$ cat config.mk
export PLATFORM = sky130hd
export DESIGN_NAME = dma_steer_top
export DESIGN_NICKNAME = d
export VERILOG_FILES = /design/src/rtl/dma_steer_pkg.sv /design/src/rtl/dma_steer_regs.sv /design/src/rtl/dma_steer_chan.sv /design/src/rtl/dma_steer_top.sv
export SDC_FILE = /design/constraint.sdc
export NUM_CORES = 1
export LEC_CHECK = 0
export ABC_AREA = 1
export CAP_MARGIN = 30
export CELL_PAD_IN_SITES_DETAIL_PLACEMENT = 0
export CELL_PAD_IN_SITES_GLOBAL_PLACEMENT = 1
export CORE_UTILIZATION = 32
export CTS_CLUSTER_DIAMETER = 150
export DETAILED_ROUTE_END_ITERATION = 7
export GPL_TIMING_DRIVEN = 0
export PLACE_DENSITY_LB_ADDON = 0.1
export SETUP_SLACK_MARGIN = 0.15
export SYNTH_ARGS = -nofsm -noshare
export SYNTH_HDL_FRONTEND = slang
export SYNTH_SLANG_ARGS = --single-unit
$ cat constraint.sdc
create_clock -name clk -period 1.25 [get_ports clk]
set_input_delay 0.125 -clock clk [delete_from_list [all_inputs] [get_ports clk]]
set_output_delay 0.125 -clock clk [all_outputs]
set_load 0.005 [all_outputs]
$ cat src/rtl/dma_steer_pkg.sv
package dma_steer_pkg;

    typedef enum logic [1:0] {
        CH_PASS  = 2'd0,
        CH_ARMED = 2'd1,
        CH_BUSY  = 2'd2,
        CH_HOLD  = 2'd3
    } ch_state_e;

    localparam int LANE_W = 8;

endpackage

$ cat src/rtl/dma_steer_regs.sv
module dma_steer_regs
    import dma_steer_pkg::*;
#(
    parameter int             NCH       = 16,
    parameter int             AW        = 24,
    parameter logic [AW-1:0]  BASE_ADDR = 24'h0000AC
) (
    input  logic              clk,
    input  logic              rst_n,
    input  logic [AW-1:0]     bus_addr,
    input  logic              bus_wr,
    input  logic [LANE_W-1:0] bus_wdata,
    input  logic [NCH-1:0]    hw_clr,
    output logic [NCH-1:0]    en_bits,
    output logic [LANE_W-1:0] bus_rdata
);

    localparam int NLANES = NCH / LANE_W;

    // one byte lane per group of eight channels
    for (genvar b = 0; b < NLANES; b++) begin : g_lane
        localparam logic [AW-1:0] LANE_ADDR = BASE_ADDR + AW'(b);
        logic [LANE_W-1:0] lane_q;
        logic              lane_sel;

        assign lane_sel = bus_wr && (bus_addr == LANE_ADDR);

        always_ff @(posedge clk or negedge rst_n) begin
            if (!rst_n) begin
                lane_q <= '0;
            end else begin
                // hardware clear takes priority over the written value
                lane_q <= (lane_sel ? bus_wdata : lane_q) & ~hw_clr[b*LANE_W +: LANE_W];
            end
        end

        assign en_bits[b*LANE_W +: LANE_W] = lane_q;
    end

    // side-effect-free read path
    always_comb begin
        bus_rdata = '0;
        for (int b = 0; b < NLANES; b++) begin
            if (bus_addr == BASE_ADDR + AW'(b)) begin
                bus_rdata = en_bits[b*LANE_W +: LANE_W];
            end
        end
    end

endmodule

$ cat src/rtl/dma_steer_chan.sv
module dma_steer_chan
    import dma_steer_pkg::*;
(
    input  logic clk,
    input  logic rst_n,
    input  logic en,
    input  logic req,
    input  logic hw_clr,
    input  logic xfer_done,
    output logic start,
    output logic irq
);

    ch_state_e st_q, st_d;
    logic      req_q;
    logic      req_rise;

    assign req_rise = req & ~req_q;

    // state register and request history
    always_ff @(posedge clk or negedge rst_n) begin
        if (!rst_n) begin
            st_q  <= CH_PASS;
            req_q <= 1'b0;
        end else begin
            st_q  <= st_d;
            req_q <= req;
        end
    end

    // transitions
    always_comb begin
        st_d = st_q;
        unique case (st_q)
            CH_PASS: begin
                if (en) st_d = CH_ARMED;
            end
            CH_ARMED: begin
                if (!en)          st_d = CH_PASS;
                else if (req_rise) st_d = CH_BUSY;
            end
            CH_BUSY: begin
                if (xfer_done || hw_clr) st_d = CH_HOLD;
            end
            CH_HOLD: begin
                if (!req) st_d = en ? CH_ARMED : CH_PASS;
            end
            default: st_d = CH_PASS;
        endcase
    end

    // outputs
    always_comb begin
        start = 1'b0;
        irq   = 1'b0;
        unique case (st_q)
            CH_PASS:  irq   = req;
            CH_ARMED: start = en & req_rise;
            CH_BUSY:  irq   = 1'b0;
            CH_HOLD:  irq   = 1'b1;
            default:  irq   = 1'b0;
        endcase
    end

endmodule

$ cat src/rtl/dma_steer_top.sv
module dma_steer_top
    import dma_steer_pkg::*;
#(
    parameter int             NCH       = 16,
    parameter int             AW        = 24,
    parameter logic [AW-1:0]  BASE_ADDR = 24'h0000AC
) (
    input  logic              clk,
    input  logic              rst_n,
    input  logic [AW-1:0]     bus_addr,
    input  logic              bus_wr,
    input  logic [7:0]        bus_wdata,
    output logic [7:0]        bus_rdata,
    input  logic [NCH-1:0]    periph_req,
    input  logic [NCH-1:0]    periph_stop,
    input  logic [NCH-1:0]    byte_cnt_zero,
    input  logic [NCH-1:0]    dma_done,
    output logic [NCH-1:0]    dma_start,
    output logic [NCH-1:0]    irq_out,
    output logic              all_idle
);

    logic [NCH-1:0] en_vec;
    logic [NCH-1:0] hw_clr;

    assign hw_clr = periph_stop | byte_cnt_zero;

    dma_steer_regs #(
        .NCH       (NCH),
        .AW        (AW),
        .BASE_ADDR (BASE_ADDR)
    ) u_regs (
        .clk       (clk),
        .rst_n     (rst_n),
        .bus_addr  (bus_addr),
        .bus_wr    (bus_wr),
        .bus_wdata (bus_wdata),
        .hw_clr    (hw_clr),
        .en_bits   (en_vec),
        .bus_rdata (bus_rdata)
    );

    for (genvar c = 0; c < NCH; c++) begin : g_ch
        dma_steer_chan u_ch (
            .clk       (clk),
            .rst_n     (rst_n),
            .en        (en_vec[c]),
            .req       (periph_req[c]),
            .hw_clr    (hw_clr[c]),
            .xfer_done (dma_done[c]),
            .start     (dma_start[c]),
            .irq       (irq_out[c])
        );
    end

    assign all_idle = ~|en_vec;

endmodule

---- After elaboration in Yosys (flattened, before gate mapping) ----
Index checks and enable logic that the tools add are counted.
word-level totals
  bits in registers ....................... 64
  bits of input ports ..................... 99
  logic and storage cells ................. 401
cells by class
  bitwise operators ....................... 53
  multiplexer cells ....................... 148
  eq/ne operators ......................... 114
  reduce and logical (&&, ||, !) cells .... 52
operators with widths
  kind                                             number
  two-way mux 2 bit                                80
  case mux 2 bit (4 select lines)                  16
  == test 2 bit (second input constant)            32
  != test 2 bit (second input constant)            32
  AND reduction 4 bit                              16
  == test 24 x 8 -> 1 bit (second input constant)  2
  != test 3 x 2 -> 1 bit (second input constant)   16
  bitwise AND 1 bit                                32
  == test 2 x 1 -> 1 bit (second input constant)   16
  zero test 2 bit                                  16
  two-way mux 1 bit                                32
  two-way mux 8 bit                                4
  != test 2 x 1 -> 1 bit (second input constant)   16
  case mux 1 bit (2 select lines)                  16
  bitwise AND 8 bit                                2
  logical OR 1 bit                                 16
  NOT 1 bit                                        16
  NOT 8 bit                                        2
  bitwise OR 16 bit                                1
  OR reduction 16 bit                              1
  logical AND 1 bit                                2
  zero test 1 bit                                  1

---- Longest topological paths before layout ----
  word-level depth ........................ 5
  mapped depth ............................ 9
  depth with buffers taken out ............ 9

---- Cells and area by module ----
From an unflattened synthesis, not the netlist that was laid out.
second synthesis, totals
  cells, all modules ...................... 819
  area, all modules ....................... 5597.9 µm²
by module, submodules not included
  module          cells each  instances  area an instance (µm²)
  dma_steer_chan  38          16         266.5
  dma_steer_regs  168         1          1129.8
  dma_steer_top   43          1          203.9

---- Worst setup path before layout ----
Ideal clock, no wire load.
  path type ............................... register to register
  from .................................... register g_ch[3].u_ch.st_q[0]
  to ...................................... register g_ch[3].u_ch.st_q[0]
  setup time .............................. 120 ps
  clock period less this slack ............ 1284 ps
  arrival time ............................ 1163 ps
  slack ................................... -34 ps
  required time ........................... 1130 ps
  stages on the path, launching flop included .. 9
  path through ............................ dfrtp_1 > inv_1 > ha_1 > a22oi_1 > nand2_1 > nor2_1 > o21ai_0 > nand2_1 > nand2_1
on the way
  longest elaborated chain between the ends .. 3
  elaborated cells between the ends (all ways) .. 10
  those cells by class .................... 7 x eq/ne; 1 x mux; 2 x reduce/logical
RTL lines
  item                                                      RTL line              text
  start, declared                                           dma_steer_chan.sv:14  ch_state_e st_q, st_d;
  start signal, assigned                                    dma_steer_chan.sv:26  st_q <= st_d;
  == test 2 x 1 -> 1 bit (tied with other cells)            dma_steer_chan.sv:34  unique case (st_q)
  != test 3 x 2 -> 1 bit (no line) (tied with other cells)  --
  AND reduction 4 bit (no line)                             --
Parallel ways exist; a longest one is shown, timed or not.
A chain may end at the register's enable or synchronous reset.

==> impl_metrics.toml <==
[power_and_ir_drop]
pwr-share-comb_pct = 35.1
switching_share_pct = 30.4
p_clk_share_pct = 33.2
power_density_mw_per_mm2 = 663
vdd_drop_max_v = 0.000624
power.total_mw = 7.21
p_seq_share_pct = 31.7
p_leak_nw = 4.95
switchingPower_mw = 2.19
intPower_mw = 5.02

[detailed_routing]
met2_wirelength_um = 10600
postRouteWirelength_um = 19800
wl_met1_um = 7950
via_per_inst = 4.73
dr.pass1.iters = 4
drcViolationCount = 0
drt_iter0_markers = 185
antenna_left = 0
detail_route.wl_per_cell_um = 15.9
vias = 5878
wl_met3_um = 899
dr.max_layer_used = "met4"

[global_route]
first_global_vias = 6100
gr-usage-all-layers_pct = 23.7
grt_pass1_wl_um = 30200
grt_overflow_total = 0
grt_antenna_before_repair = 0
grt_max_degree = 63

[die]
fp.coreArea_mm2 = 0.0154
die-width_um = 128
rows = 45
die_h_um = 128
start_util_pct = 33.2
die_area_mm2 = 0.0164
num_io_pins = 140

[yosys]
syn-cell-area_mm2 = 0.00510
synth_fp_nets = 848
synthArstFlopShare_pct = 100
synth_largest_area_cell = "dfrtp_1"
synth_top_flop_cell = "dfrtp_1"
syn_avg_cell_area_um2 = 7.62
synth_top_area_share_pct = 31.4
seq_area_frac_synth_pct = 31.4
synth.top_cells.by_area = "dfrtp_1 31%, ha_1 20%, nor2_1 8.7%"
ys_seq_elements = 64
ys.warnings.count = 0
synth-edff-count = 0
synth_cell_types = 24
syn_inst = 669

[worst_hold_path]
hp-class = "primary input to asynchronous set/reset pin"

[timing]
setup_ws_ns = -0.358
finalHoldViolCount = 0
worstMarginPinSlew_ns = 0.377
final.min_clock_period_ns = 1.61
finClkSkew_ns = 0.00336
max_freq_mhz = 622
min_period_over_period_pct = 129
slew_headroom_pct = 74.9
slew_viol_final = 0
setup_viol = 73
final.setup.tns_ns = -16.27
grt_setup_unrepaired = "true"
whs_ns = 0.130

[placement]
dp_slack_ns = -1.14
dpl-instance-area_mm2 = 0.00711
dp_hpwl_um = 10900
placed_cells = 1019
place.gp.congestion = 0.823
portBuffers = 138

[run]
cap_violations = 0

[layout]
fin_area_mm2 = 0.0109
drive_gt1_share_pct = 64.5
diodes = 0
area_delta_synth_final_pct = 113
final_core_utilization_pct = 70.7
nNetsFinal = 1209
stdcell_count = 1243

[clock_tree]
clkLatencyLatePin_ns = 0.34
htreeDepth = 3
clock-sinks = 64
cts_buffers = 9
clockRootBuffer = "clkbuf_16"
ctsLongestPathBuffers = 2
clk_pin_slew_ns = 0.05
cts_tree = "built"

[setup_path]
path_cells = "buf_6 -> ha_4 -> a21oi_2 -> nor2_2 -> buf_4 -> buf_6"
start_kind = "flop"
cp.arrival_ns = 1.48
max_stage_delay_ns = 0.41
cp_slowest_cell = "dfrtp_1"
critPathRequiredTime_ns = 1.12
end_kind = "output port"
critPathMostFrequentCell = "buf_6"
path_class = "flop to output port"
cp_max_fo = 3

[status]
status = "complete, but fails checks"
violations = "setup timing"
## layer usage
metal  track usage (%)  vias to the layer above
met5                 0                        -
met4              6.44                        0
met3              5.05                       29
met2              44.0                      138
met1              27.1                     2860
li1                  -                     2851
## cells by family (layout without fill, tap and decap cells)
family                   count (synthesis)  count (layout)  synth area share (%)
AO/OA/AOI/OAI                           92              92                  10.7
buffers and inverters                  130             492                  12.2
adder cells (fa/ha/maj)                 80              80                  19.6
flip-flops                              64              64                  31.4
AND/OR/NAND/NOR                        303             304                  26.0
## cells in the final DEF, fill, tap and decap left out, drive strengths merged, types with 16 or more instances in the layout
cell	count
dfrtp	64
o21ai	44
a21oi	20
a22oi	16
inv	95
nor2	123
nand3b	16
ha	80
nand2	113
buf	311
clkdlybuf4s50	72
nand3	39
## critical path: cells and delay by family (launching register included)
kind,cells,cell delay [ns]
AOI/OAI and AO/OA,1,0.14
adders and majority gates,1,0.16
buffers and inverters,3,0.37
DFF,1,0.41
and+or+nand+nor,1,0.05
## Yosys cell counts, types with 3 or more instances
cell type / count
nor2_1: 118
nand2_1: 110
inv_1: 95
ha_1: 80
dfrtp_1: 64
o21ai_0: 39
nand3_1: 37
buf_4: 32
a21oi_1: 20
a22oi_1: 16
nand3b_1: 16
a311oi_1: 12
nand4_1: 5
nor3_1: 5
o21ai_1: 5
nand2_2: 3
nor2_4: 3
## power by group through the flow
stage / clock network (mW) / registers, mW / logic [mW]
after global routing: 2.51 / 2.29 / 2.75
after detailed placement: 0 / 2.31 / 1.49
after floorplan: 0 / 2.29 / 0.801
after CTS: 2.43 / 2.27 / 2.18
final: 2.39 / 2.28 / 2.53
after global placement: 0 / 2.31 / 1.44
## path summary, 6_finish.rpt
check,from,end,slack (ns),cells after the start
min in group clk,bus_wr,u_regs.g_lane[1].lane_q[3],0.20,4
max in group asynchronous,rst_n,g_ch[8].u_ch.st_q[0],0.55,3
min,rst_n,g_ch[1].u_ch.req_q,0.13,2
min reg2reg,g_ch[12].u_ch.st_q[0],g_ch[12].u_ch.st_q[0],0.57,2
max,flop,irq_out[0],-0.36,6
max reg2reg,flop,flop,-0.32,13
## timing repair
| action | in CTS | in global routing |
|---|---|---|
| pin swaps | 162 | 96 |
| hold endpoints to repair | 64 | 0 |
| cloned | 2 | 0 |
| endpoints found under the setup margin | 89 | 89 |
| setup buffers | 171 | 37 |
| resized for setup | 640 | 146 |
| hold buffers | 1 | 0 |
## area by class of cell
| type | count | area, um^2 |
|---|---|---|
| plain buffers | 35 | 287 |
| well taps | 211 | 264 |
| fillers | 1147 | 4510 |
| clock buffers | 12 | 256 |
| multi-input cells | 476 | 4660 |
| inverters | 95 | 389 |
| repair buffers | 349 | 3370 |
| clock inverters | 1 | 5.00 |
| flip-flops and latches | 64 | 1630 |
Note: power is estimated with default switching activity, not from simulation.
